<file path="src/rtl/sts_pin_pkg.sv">
package sts_pin_pkg;

  typedef enum logic [1:0] {
    STS_LEVEL = 2'b00,
    STS_ERASE = 2'b01,
    STS_PROG  = 2'b10,
    STS_ANY   = 2'b11
  } sts_mode_e;

  // Does a completion event start a pulse in the given mode?
  function automatic logic fn_accept(sts_mode_e m, logic erase_ev, logic prog_ev);
    case (m)
      STS_ERASE: return erase_ev;
      STS_PROG:  return prog_ev;
      STS_ANY:   return erase_ev | prog_ev;
      default:   return 1'b0;
    endcase
  endfunction

  // Is a mode code supported by this build?
  function automatic logic fn_code_ok(logic [3:0] mask, logic [1:0] code);
    return mask[code];
  endfunction

endpackage

</file>
<file path="src/rtl/sts_cfg_reg.sv">
module sts_cfg_reg
  import sts_pin_pkg::*;
#(
  parameter int         CFG_W     = 8,
  parameter logic [3:0] MODE_MASK = 4'b1111
) (
  input  logic             clk,
  input  logic             rst_n,
  input  logic             cfg_we,
  input  logic [CFG_W-1:0] cfg_data,
  output sts_mode_e        mode_q,
  output logic             err_q,
  output logic             wr_ok,
  output logic             wr_bad
);

  localparam int RSV_W = CFG_W - 2;

  logic [1:0]       code;
  logic [RSV_W-1:0] rsv_bits;

  assign code     = cfg_data[1:0];
  assign rsv_bits = cfg_data[CFG_W-1:2];
  assign wr_ok    = cfg_we &  fn_code_ok(MODE_MASK, code);
  assign wr_bad   = cfg_we & ~fn_code_ok(MODE_MASK, code);

  always_ff @(posedge clk or negedge rst_n) begin
    if (!rst_n) begin
      mode_q <= STS_LEVEL;
      err_q  <= 1'b0;
    end else if (wr_ok) begin
      mode_q <= sts_mode_e'(code);
      err_q  <= 1'b0;
    end else if (wr_bad) begin
      err_q  <= 1'b1;
    end
  end


  bad_code_keeps_mode_chk: assert property (@(posedge clk) disable iff (!rst_n)
    wr_bad |=> err_q && mode_q == $past(mode_q));


  good_code_loads_chk: assert property (@(posedge clk) disable iff (!rst_n)
    wr_ok |=> !err_q && mode_q == sts_mode_e'($past(code)));


  rsv_ignored_chk: assert property (@(posedge clk) disable iff (!rst_n)
    (wr_ok && rsv_bits != '0) |=> mode_q == sts_mode_e'($past(cfg_data[1:0])));

endmodule

</file>
<file path="src/rtl/sts_pulse_timer.sv">
module sts_pulse_timer #(
  parameter int PULSE_CYC = 25
) (
  input  logic clk,
  input  logic rst_n,
  input  logic load,
  input  logic cancel,
  output logic active
);

  localparam int CNT_W = $clog2(PULSE_CYC + 1);
  localparam logic [CNT_W-1:0] FULL = CNT_W'(PULSE_CYC);

  logic [CNT_W-1:0] cnt;

  always_ff @(posedge clk or negedge rst_n) begin
    if (!rst_n)             cnt <= '0;
    else if (load)          cnt <= FULL;
    else if (cancel)        cnt <= '0;
    else if (cnt != '0)     cnt <= cnt - 1'b1;
  end

  assign active = (cnt != '0);


  cnt_bound_chk: assert property (@(posedge clk) disable iff (!rst_n)
    cnt <= FULL);


  restart_full_chk: assert property (@(posedge clk) disable iff (!rst_n)
    (load && active) |=> cnt == FULL);


  cancel_ends_chk: assert property (@(posedge clk) disable iff (!rst_n)
    (cancel && !load) |=> !active);

endmodule

</file>
<file path="src/rtl/sts_pin_ctrl.sv">
module sts_pin_ctrl
  import sts_pin_pkg::*;
#(
  parameter int         CFG_W     = 8,
  parameter int         PULSE_CYC = 25,
  parameter logic [3:0] MODE_MASK = 4'b1111
) (
  input  logic             clk,
  input  logic             rst_n,
  input  logic             cfg_we,
  input  logic [CFG_W-1:0] cfg_data,
  input  logic             wsm_busy,
  input  logic             erase_done,
  input  logic             prog_done,
  output logic             sts_n,
  output logic             sr_erase_err,
  output logic             sr_prog_err
);

  sts_mode_e mode_q;
  logic      err_q;
  logic      wr_ok;
  logic      wr_bad;
  logic      busy_q;
  logic      ev_accept;
  logic      pulse_on;

  sts_cfg_reg #(.CFG_W(CFG_W), .MODE_MASK(MODE_MASK)) u_cfg (
    .clk(clk), .rst_n(rst_n), .cfg_we(cfg_we), .cfg_data(cfg_data),
    .mode_q(mode_q), .err_q(err_q), .wr_ok(wr_ok), .wr_bad(wr_bad)
  );

  // Filtered by the mode in force before any same-cycle write.
  assign ev_accept = fn_accept(mode_q, erase_done, prog_done);

  sts_pulse_timer #(.PULSE_CYC(PULSE_CYC)) u_tmr (
    .clk(clk), .rst_n(rst_n), .load(ev_accept), .cancel(wr_ok),
    .active(pulse_on)
  );

  always_ff @(posedge clk or negedge rst_n) begin
    if (!rst_n) busy_q <= 1'b0;
    else        busy_q <= wsm_busy;
  end

  assign sts_n        = (mode_q == STS_LEVEL) ? ~busy_q : ~pulse_on;
  assign sr_erase_err = err_q;
  assign sr_prog_err  = err_q;


  level_follows_busy_chk: assert property (@(posedge clk) disable iff (!rst_n)
    (!cfg_we && mode_q == STS_LEVEL) |=> sts_n == !$past(wsm_busy));


  pulse_starts_chk: assert property (@(posedge clk) disable iff (!rst_n)
    (ev_accept && !cfg_we) |=> !sts_n);


  level_ignores_ev_chk: assert property (@(posedge clk) disable iff (!rst_n)
    (mode_q == STS_LEVEL) |-> !ev_accept);

endmodule

</file>
<file path="config.mk">
export PLATFORM = sky130hd
export DESIGN_NAME = sts_pin_ctrl
export DESIGN_NICKNAME = d
export VERILOG_FILES = /design/src/rtl/sts_pin_pkg.sv /design/src/rtl/sts_cfg_reg.sv /design/src/rtl/sts_pulse_timer.sv /design/src/rtl/sts_pin_ctrl.sv
export SDC_FILE = /design/constraint.sdc
export NUM_CORES = 1
export LEC_CHECK = 0
export ABC_CLOCK_PERIOD_IN_PS = 4960
export BUFFER_PORTS_ARGS = -buffer_cell sky130_fd_sc_hd__buf_2
export CORE_AREA = 2 2 39 41
export DETAILED_ROUTE_END_ITERATION = 10
export DIE_AREA = 0 0 41 43
export GPL_ROUTABILITY_DRIVEN = 0
export PLACE_DENSITY = 0.64
export REMOVE_ABC_BUFFERS = 1
export SKIP_LAST_GASP = 1
export SYNTH_ARGS = -nofsm -noshare
export SYNTH_HDL_FRONTEND = slang
export SYNTH_SLANG_ARGS = --single-unit
</file>
<file path="constraint.sdc">
create_clock -name clk -period 4.96 [get_ports clk]
set_input_delay 0.248 -clock clk [delete_from_list [all_inputs] [get_ports clk]]
set_output_delay 0.248 -clock clk [all_outputs]
set_load 0.03 [all_outputs]
</file>
==> tab_implementation.tex, run 1 <==
\begin{tabular}{lr}
\hline
Metric & Value \\
\hline
\multicolumn{2}{l}{\textbf{Synthesis}} \\
Main flop type after synthesis & dfrtp\_1 \\
Main area contributors after synthesis & dfrtp\_1, xnor2\_1, o21ai\_1, a2111oi\_2, ha\_1 \\
Count of cell types in the netlist & 22 \\
Async set-reset flop share out of synthesis & 100\% \\
Count of mapped cells out of synthesis & 36 \\
Share of the synthesized area in the top cell type & 52.9\% \\
Portion of the post-synthesis area used by sequential elements & 52.9\% \\
Post-synthesis average cell area & 11.8 sq um \\
Yosys warning total & 0 \\
Most instantiated library cell after synthesis & dfrtp\_1 \\
Most area-hungry cell type in the Yosys netlist & dfrtp\_1 \\
Flops \& latches, synth & 9 \\
Leading cell types by count after synthesis & dfrtp\_1, o21ai\_1 \\
Netlist area before placement & 425 sq um \\
Post-synth EDFFs & 0 \\
\multicolumn{2}{l}{\textbf{Pwr}} \\
Power, Total & 187 uW \\
Power per cell area & 360 nW/um\^{}2 \\
Static leakage & 0.000240 uW \\
Worst supply voltage drop on vdd & 0.183 mV \\
\multicolumn{2}{l}{\textbf{Global route}} \\
Global routing met2 resource utilization & 15.6\% \\
Fraction of met1 tracks used by global routing & 13.8\% \\
Antenna violations before repair & 0 \\
Most Crowded Layer GR & met2 \\
Overall routing resource usage & 11.7\% \\
Vias in the first global route & 301 \\
Fraction of met3 tracks used by global routing & 4.71\% \\
Largest net degree at the start of global routing & 10 \\
First-pass GRT wire length & 1280 microns \\
GR Overflow Total & 0 \\
\multicolumn{2}{l}{\textbf{Worst setup path}} \\
Reg-to-reg slack, setup & 3.21 ns \\
CP Data Required Time & 4.71 ns \\
Crit path cell chain & inv\_1 -> ha\_1 -> or4b\_1 -> mux2i\_1 -> buf\_2 \\
Cell with the largest stage delay on the worst path & or4b\_1 \\
WP data arrival & 1.89 ns \\
Critical path endpoint category & output port \\
Maximum fanout encountered on the critical timing path & 6 \\
Worst setup path class & reg -> out \\
Slowest stage delay, CP & 0.60 ns \\
Kind of start point of the critical path & flop \\
\multicolumn{2}{l}{\textbf{Run}} \\
Max-cap violations & 0 \\
\multicolumn{2}{l}{\textbf{Timing}} \\
Final-report hold violation count & 0 \\
Worst slack on hold paths & 0.0931 ns \\
Count of endpoints failing setup in the final report & 0 \\
Achievable frequency & 467 MHz \\
Shortest clock period the worst path allows after layout & 2.14 ns \\
Final max-slew violation count & 0 \\
RSZ-0062 raised after global routing & false \\
Fin crit share & 43.1\% \\
Setup WS post-layout & 2.82 ns \\
Slew at the pin with the worst max-slew slack & 0.260 ns \\
Total negative setup slack & 0 ns \\
Setup Skew & 0.00365 ns \\
Max-slew headroom at the worst pin & 82.6\% \\
\multicolumn{2}{l}{\textbf{Detailed routing}} \\
DRC violation count after routing & 0 \\
Via count normalized by instance count & 4.72 \\
Number of iterations in the first detailed-routing pass & 2 \\
Routed len/inst & 11.1 microns \\
Remaining antenna violation count & 0 \\
Drt initial violations & 1 \\
Via count of the routed design & 307 \\
Wire length reported by the detailed router & 720 microns \\
\multicolumn{2}{l}{\textbf{Placement}} \\
Count of input and output buffers & 10 \\
Setup Slack @ Placement & 3.09 ns \\
Final HPWL DP & 543 microns \\
\multicolumn{2}{l}{\textbf{Cells and area}} \\
Antenna diode count & 0 \\
Register Area & 225 sq um \\
Fin nets & 65 \\
Layout Area Growth over Synthesis & 22.1\% \\
FILL cells & 147 \\
Fraction of final layout cells with drive strength greater than 1 & 30.6\% \\
Footprint of the multi-input gates & 180 sq um \\
\multicolumn{2}{l}{\textbf{Die}} \\
Vertical extent of the die & 43 microns \\
Total Die Area & 1760 sq um \\
Area inside the core boundary & 1380 sq um \\
Boundary pin count & 17 \\
Effective utilization at floorplan & 30.7\% \\
Horizontal die dimension & 41 microns \\
Placement row count & 14 \\
\multicolumn{2}{l}{\textbf{CTS}} \\
Total of hold buffers inserted after clock tree synthesis & 1 \\
Clock insertion delay at the later pin of the skew report & 0.26 ns \\
Resized Gates After CTS & 0 \\
Clock Sinks & 9 \\
CTS tree & yes \\
Post-CTS setup buffers & 0 \\
CTS Buf Count & 3 \\
Maximum root-to-sink buffer count & 2 \\
Clock root buffer & clkbuf\_4 \\
CTS clock-pin slew for the worst setup and hold paths & 0.06 ns \\
Number of H-tree branching levels & 1 \\
\multicolumn{2}{l}{\textbf{Status}} \\
Outcome & finished, final reports clean \\
\multicolumn{2}{l}{\textbf{Hold path}} \\
Tightest Hold Check Type & in -> reg \\
\hline
\end{tabular}
-- cells in the final DEF (no fill, tap or decap), drive strengths merged, types with 2 or more instances in the layout --
cell type  netlist  layout
dfrtp            9       9
xnor2            2       2
nand2b           2       2
mux2             2       2
buf              2      10
inv              2       2
clkbuf           0       4
nor2             2       2
o21ai            3       3
-- sequential cells by signal (all words and copies together) (netlist names) --
register,count
u_tmr.cnt,5
u_cfg.mode_q,2
busy_q,1
u_cfg.err_q,1
-- worst max-delay path, delay by kind of cell, from the launching register on --
family        cells  cell delay [ns]
mux               1             0.18
simple gates      1             0.60
buf+inv           2             0.28
fa+ha+maj         1             0.18
flops             1             0.40
-- final timing paths --
kind	startpoint	endpoint	depth (start not counted)
worst max register to register	u_tmr.cnt[0]$_DFFE_PN0P_	u_tmr.cnt[1]$_DFFE_PN0P_	4
worst max-delay path	u_tmr.cnt[0]$_DFFE_PN0P_	sts_n	5
min in group asynchronous	rst_n	u_tmr.cnt[2]$_DFFE_PN0P_	2
worst min-delay path	wsm_busy	busy_q$_DFF_PN0_	1
max in group asynchronous	rst_n	u_tmr.cnt[3]$_DFFE_PN0P_	2
worst min register to register	u_cfg.err_q$_DFFE_PN0P_	u_cfg.err_q$_DFFE_PN0P_	1
-- per-layer routing --
layer / up-vias / wire length [microns]
met2: 8 / 324
met5: - / 0
li1: 151 / -
met4: 0 / 27
met3: 4 / 40
met1: 144 / 328
-- final cells by class --
| type | count | area share, % |
|---|---|---|
| multi-input cells | 23 | 34.7 |
| well taps | 16 | 3.86 |
| clock buffers | 4 | 5.06 |
| inverters | 2 | 1.45 |
| flip-flops and latches | 9 | 43.4 |
| repair buffers | 11 | 11.6 |
-- where the power goes --
part	total [uW]	leakage, uW	internal [uW]	switching [uW]
Clock	55.6	0.0000150	31.0	24.7
Combinational	41.1	0.000115	20.9	20.2
Sequential	90.3	0.000110	82.8	7.50
-- per-stage QoR --
stage / std cells / area [sq um] / util [%]
after floorplan: 34 / 413 / -
after global placement: 60 / 483 / 34.9
after detailed placement: 60 / 483 / 34.9
after CTS: 65 / 519 / 37.5
after global routing: 65 / 519 / 37.5
final: 65 / 519 / 37.5
-- cells by family after synthesis --
kind of cell	share of synthesized area [%]
simple gates	15.0
flops	52.9
compound gates	12.6
buf+inv	4.71
mux	7.65
xor+xnor	4.12
fa+ha+maj	2.94
No activity file was read; power rests on OpenSTA's default activity.
==> run 2: changes to the inputs <==
--- a/config.mk
+++ b/config.mk
@@ -5,7 +5,7 @@
 export SDC_FILE = /design/constraint.sdc
 export NUM_CORES = 1
 export LEC_CHECK = 0
-export ABC_CLOCK_PERIOD_IN_PS = 4960
+export ABC_CLOCK_PERIOD_IN_PS = 2200
 export BUFFER_PORTS_ARGS = -buffer_cell sky130_fd_sc_hd__buf_2
 export CORE_AREA = 2 2 39 41
 export DETAILED_ROUTE_END_ITERATION = 10
==> constraint.sdc (replaced) <==
create_clock -name clk -period 2.2 [get_ports clk]
set_input_delay 0.11 -clock clk [delete_from_list [all_inputs] [get_ports clk]]
set_output_delay 0.11 -clock clk [all_outputs]
set_load 0.03 [all_outputs]
==> tab_implementation.tex, run 2 (synthesis results as in run 1) <==
\begin{tabular}{lr}
\hline
Metric & Value \\
\hline
\multicolumn{2}{l}{\textbf{Detailed routing}} \\
Number of iterations in the first detailed-routing pass & 2 \\
Via count of the routed design & 311 \\
Routed len/inst & 11.1 microns \\
Via count normalized by instance count & 4.71 \\
Wire length reported by the detailed router & 732 microns \\
Drt initial violations & 1 \\
Remaining antenna violation count & 0 \\
DRC violation count after routing & 0 \\
\multicolumn{2}{l}{\textbf{CTS}} \\
CTS Buf Count & 3 \\
Resized Gates After CTS & 0 \\
Total of hold buffers inserted after clock tree synthesis & 2 \\
Maximum root-to-sink buffer count & 2 \\
Clock insertion delay at the later pin of the skew report & 0.26 ns \\
Post-CTS setup buffers & 0 \\
Number of H-tree branching levels & 1 \\
CTS clock-pin slew for the worst setup and hold paths & 0.06 ns \\
CTS tree & yes \\
Clock root buffer & clkbuf\_4 \\
Clock Sinks & 9 \\
\multicolumn{2}{l}{\textbf{Worst setup path}} \\
WP data arrival & 1.89 ns \\
Kind of start point of the critical path & flop \\
Reg-to-reg slack, setup & 0.45 ns \\
CP Data Required Time & 2.09 ns \\
Worst setup path class & reg -> out \\
Maximum fanout encountered on the critical timing path & 6 \\
Critical path endpoint category & output port \\
\multicolumn{2}{l}{\textbf{Timing}} \\
Max-slew headroom at the worst pin & 82.6\% \\
Achievable frequency & 500 MHz \\
Setup WS post-layout & 0.198 ns \\
Fin crit share & 91.0\% \\
Slew at the pin with the worst max-slew slack & 0.260 ns \\
Total negative setup slack & 0 ns \\
RSZ-0062 raised after global routing & false \\
Final max-slew violation count & 0 \\
Shortest clock period the worst path allows after layout & 2.00 ns \\
Count of endpoints failing setup in the final report & 0 \\
Final-report hold violation count & 0 \\
Setup Skew & 0.00376 ns \\
\multicolumn{2}{l}{\textbf{Cells and area}} \\
Share of the core filled with cells & 38.2\% \\
Commonest non-fill, non-tap cells in the layout & buf\_2, dfrtp\_1, o21ai\_1, clkbuf\_4 \\
Fin nets & 66 \\
Antenna diode count & 0 \\
Largest registers & u\_tmr.cnt x5, u\_cfg.mode\_q x2 \\
Post-route insts no fill & 66 \\
Fraction of final layout cells with drive strength greater than 1 & 30.0\% \\
Most common cell after layout, fill and taps aside & buf\_2 \\
Most flop-heavy register & u\_tmr.cnt \\
Number of flip-flops in the largest register & 5 \\
Layout Area Growth over Synthesis & 24.4\% \\
\multicolumn{2}{l}{\textbf{Die}} \\
Area inside the core boundary & 1380 sq um \\
Placement row count & 14 \\
Total Die Area & 1760 sq um \\
Vertical extent of the die & 43 microns \\
Horizontal die dimension & 41 microns \\
Boundary pin count & 17 \\
Effective utilization at floorplan & 30.7\% \\
\multicolumn{2}{l}{\textbf{Pwr}} \\
Power per cell area & 799 nW/um\^{}2 \\
Worst supply voltage drop on vdd & 0.412 mV \\
Static leakage & 0.000244 uW \\
\multicolumn{2}{l}{\textbf{Placement}} \\
Setup Slack @ Placement & 0.448 ns \\
Count of input and output buffers & 10 \\
Final HPWL DP & 543 microns \\
Placed cell count & 60 \\
\multicolumn{2}{l}{\textbf{Status}} \\
Outcome & finished, final reports clean \\
\multicolumn{2}{l}{\textbf{Global route}} \\
Overall routing resource usage & 11.9\% \\
Vias in the first global route & 313 \\
GR Overflow Total & 0 \\
First-pass GRT wire length & 1300 microns \\
Largest net degree at the start of global routing & 10 \\
Antenna violations before repair & 0 \\
\multicolumn{2}{l}{\textbf{Hold path}} \\
Tightest Hold Check Type & in -> reg \\
\multicolumn{2}{l}{\textbf{Run}} \\
Max-cap violations & 0 \\
\hline
\end{tabular}
-- run 2: power breakdown --
group / internal [uW] / switching, uW / total (uW)
clock: 69.8 / 55.7 / 126
sequential: 187 / 16.9 / 204
combinational: 48.3 / 45.7 / 94.0
-- run 2: critical path, stage by stage (launching register included) --
cell	delay [ns]
dfrtp_1	0.40
inv_1	0.07
ha_1	0.18
or4b_1	0.60
mux2i_1	0.18
buf_2	0.21
-- run 2: cell type report --
type / count / area, sq um
fill: 146 / 855
sequential: 9 / 225
multi-input combinational: 23 / 180
timing repair buffer: 12 / 70.1
clock buffer: 4 / 26.3
tap: 16 / 20.0
inverter: 2 / 7.51
-- run 2: per-layer routing --
layer / share of wire [%] / global-route usage, %
met1: 45 / 13.8
met2: 46 / 16.3
met3: 5.5 / 4.71
met4: 3.7 / 10.0
met5: 0 / 0
-- run 2: stage by stage --
stage | hold slack, ns | power [uW] | instance area [sq um]
finish | 0.0656 | 423 | 529
global route | 0.0642 | 453 | 529
CTS | 0.0563 | 432 | 529
detailed placement | -0.0250 | 299 | 483
global placement | -0.0277 | 298 | 483
floorplan | -0.186 | 273 | 413
-- run 2: path summary, 6_finish.rpt --
check                                              endpoint  cells past startpoint                     start
max in group asynchronous          u_tmr.cnt[3]$_DFFE_PN0P_                      2                     rst_n
worst min-delay path            u_cfg.mode_q[1]$_DFFE_PN0P_                      2               cfg_data[1]
min in group asynchronous          u_tmr.cnt[2]$_DFFE_PN0P_                      2                     rst_n
worst min register to register      u_cfg.err_q$_DFFE_PN0P_                      1   u_cfg.err_q$_DFFE_PN0P_
worst max-delay path                                  sts_n                      5  u_tmr.cnt[0]$_DFFE_PN0P_
worst max register to register     u_tmr.cnt[1]$_DFFE_PN0P_                      4  u_tmr.cnt[0]$_DFFE_PN0P_
==> run 3: changes to the inputs <==
--- a/config.mk
+++ b/config.mk
@@ -5,7 +5,7 @@
 export SDC_FILE = /design/constraint.sdc
 export NUM_CORES = 1
 export LEC_CHECK = 0
-export ABC_CLOCK_PERIOD_IN_PS = 2200
+export ABC_CLOCK_PERIOD_IN_PS = 1880
 export BUFFER_PORTS_ARGS = -buffer_cell sky130_fd_sc_hd__buf_2
 export CORE_AREA = 2 2 39 41
 export DETAILED_ROUTE_END_ITERATION = 10
==> constraint.sdc (replaced) <==
create_clock -name clk -period 1.88 [get_ports clk]
set_input_delay 0.094 -clock clk [delete_from_list [all_inputs] [get_ports clk]]
set_output_delay 0.094 -clock clk [all_outputs]
set_load 0.03 [all_outputs]
==> tab_implementation.tex, run 3 (synthesis results as in run 1) <==
\begin{tabular}{lr}
\hline
Metric & Value \\
\hline
\multicolumn{2}{l}{\textbf{Die}} \\
Horizontal die dimension & 41 microns \\
Total Die Area & 1760 sq um \\
Vertical extent of the die & 43 microns \\
Effective utilization at floorplan & 30.7\% \\
Boundary pin count & 17 \\
Area inside the core boundary & 1380 sq um \\
Placement row count & 14 \\
\multicolumn{2}{l}{\textbf{Worst setup path}} \\
Kind of start point of the critical path & flop \\
CP Data Required Time & 1.79 ns \\
WP data arrival & 1.73 ns \\
Maximum fanout encountered on the critical timing path & 5 \\
Worst setup path class & reg -> out \\
Critical path endpoint category & output port \\
Reg-to-reg slack, setup & 0.14 ns \\
R2r endpoint & u\_tmr.cnt[1]\$\_DFFE\_PN0P\_ \\
R2r worst-path depth & 5 \\
Worst reg2reg startpoint & u\_tmr.cnt[1]\$\_DFFE\_PN0P\_ \\
\multicolumn{2}{l}{\textbf{Cells and area}} \\
Commonest non-fill, non-tap cells in the layout & dfrtp\_1, buf\_2, buf\_4 \\
Antenna diode count & 0 \\
Fin nets & 70 \\
Share of the core filled with cells & 41.0\% \\
Number of flip-flops in the largest register & 5 \\
Largest registers & u\_tmr.cnt x5, u\_cfg.mode\_q x2 \\
Layout Area Growth over Synthesis & 33.5\% \\
Fraction of final layout cells with drive strength greater than 1 & 38.9\% \\
Most flop-heavy register & u\_tmr.cnt \\
\multicolumn{2}{l}{\textbf{Timing}} \\
Setup WS post-layout & 0.0597 ns \\
Max-slew headroom at the worst pin & 83.0\% \\
Achievable frequency & 549 MHz \\
Worst slack on hold paths & 0.0494 ns \\
Final-report hold violation count & 0 \\
Final max-slew violation count & 0 \\
Setup Skew & 0.00386 ns \\
Slew at the pin with the worst max-slew slack & 0.255 ns \\
Fin crit share & 96.8\% \\
Total negative setup slack & 0 ns \\
Shortest clock period the worst path allows after layout & 1.82 ns \\
RSZ-0062 raised after global routing & true \\
Count of endpoints failing setup in the final report & 0 \\
\multicolumn{2}{l}{\textbf{Detailed routing}} \\
Number of iterations in the first detailed-routing pass & 2 \\
Highest Signal Layer & met4 \\
Routed length on met3 & 40 microns \\
Via count normalized by instance count & 4.66 \\
Routed len/inst & 11.8 microns \\
Metal-1 WL & 359 microns \\
Met2 Wirelength & 397 microns \\
Via count of the routed design & 326 \\
Remaining antenna violation count & 0 \\
Wire length reported by the detailed router & 823 microns \\
DRC violation count after routing & 0 \\
Drt initial violations & 3 \\
\multicolumn{2}{l}{\textbf{Global route}} \\
Vias in the first global route & 320 \\
Overall routing resource usage & 12.0\% \\
Largest net degree at the start of global routing & 10 \\
GR Overflow Total & 0 \\
Antenna violations before repair & 0 \\
First-pass GRT wire length & 1320 microns \\
\multicolumn{2}{l}{\textbf{Pwr}} \\
Power, Total & 525 uW \\
Power per cell area & 924 nW/um\^{}2 \\
Worst supply voltage drop on vdd & 0.477 mV \\
Static leakage & 0.000263 uW \\
\multicolumn{2}{l}{\textbf{CTS}} \\
Maximum root-to-sink buffer count & 2 \\
Number of H-tree branching levels & 1 \\
Clock root buffer & clkbuf\_4 \\
Clock Sinks & 9 \\
CTS tree & yes \\
Clock insertion delay at the later pin of the skew report & 0.26 ns \\
CTS clock-pin slew for the worst setup and hold paths & 0.06 ns \\
CTS Buf Count & 3 \\
\multicolumn{2}{l}{\textbf{Hold path}} \\
Worst hold path startpoint & cfg\_data[1] \\
Worst Hold End & u\_cfg.mode\_q[1]\$\_DFFE\_PN0P\_ \\
Tightest Hold Check Type & in -> reg \\
Hold Path Stages & 2 \\
\multicolumn{2}{l}{\textbf{Run}} \\
Max-cap violations & 0 \\
\multicolumn{2}{l}{\textbf{Placement}} \\
Final HPWL DP & 543 microns \\
Count of input and output buffers & 10 \\
Setup Slack @ Placement & 0.128 ns \\
\multicolumn{2}{l}{\textbf{Status}} \\
Outcome & finished, final reports clean \\
\hline
\end{tabular}
run 3: cell count changes in the layout (fill, tap and decap cells not counted):
cell    previous run  this run
buf_4              0         5
buf_2             10         9
ha_2               0         1
or4b_1             1         0
ha_1               1         0
or4b_4             0         1
run 3: area by class of cell:
| cell class | count | area (sq um) |
|---|---|---|
| fillers | 141 | 816 |
| repair buffers | 16 | 103 |
| well taps | 16 | 20.0 |
| clock buffers | 4 | 26.3 |
| multi-input cells | 23 | 186 |
| flip-flops and latches | 9 | 225 |
| inverters | 2 | 7.51 |
run 3: worst max-delay path, cell delays in order (launching register included):
cell and delay (ns):
dfrtp_1 0.40, inv_1 0.07, ha_2 0.18, or4b_4 0.50, mux2i_1 0.15, buf_4 0.18
run 3: power by group:
group,switching (uW),total [uW],leakage (uW),internal (uW)
logic,60.6,139,0.000138,78.4
clock network,65.3,147,0.0000150,81.7
registers,20.6,239,0.000110,218
run 3: metrics by stage:
step	area, sq um	cells
after detailed placement	483	60
final	568	70
after CTS	536	66
after floorplan	413	34
after global routing	568	70
after global placement	483	60
run 3: per-layer routing:
layer	global-route usage [%]	vias to the layer above
li1	-	161
met1	13.8	153
met2	16.6	8
met3	4.71	4
met4	10.0	0
met5	0	-
run 3: timing repair:
item,4_1_cts,5_1_grt
pin swaps,0,1
endpoints found under the setup margin,1,1
cloned,0,0
hold buffers,2,0
resized for setup,2,1
buffers inserted,0,4
hold endpoints to repair,10,0
run 3: worst max-delay path by stage:
| stage | end | slack [ns] | startpoint | cells past startpoint |
|---|---|---|---|---|
| detailed placement | u_tmr.cnt[1]$_DFFE_PN0P_ | 0.13 | u_tmr.cnt[0]$_DFFE_PN0P_ | 4 |
| global route | sts_n | -0.04 | u_tmr.cnt[1]$_DFFE_PN0P_ | 5 |
| finish | sts_n | 0.06 | u_tmr.cnt[1]$_DFFE_PN0P_ | 5 |
| floorplan | sts_n | 0.09 | u_tmr.cnt[0]$_DFFE_PN0P_ | 4 |
| CTS | sts_n | 0.01 | u_tmr.cnt[0]$_DFFE_PN0P_ | 5 |
| global placement | u_tmr.cnt[1]$_DFFE_PN0P_ | 0.15 | u_tmr.cnt[0]$_DFFE_PN0P_ | 4 |
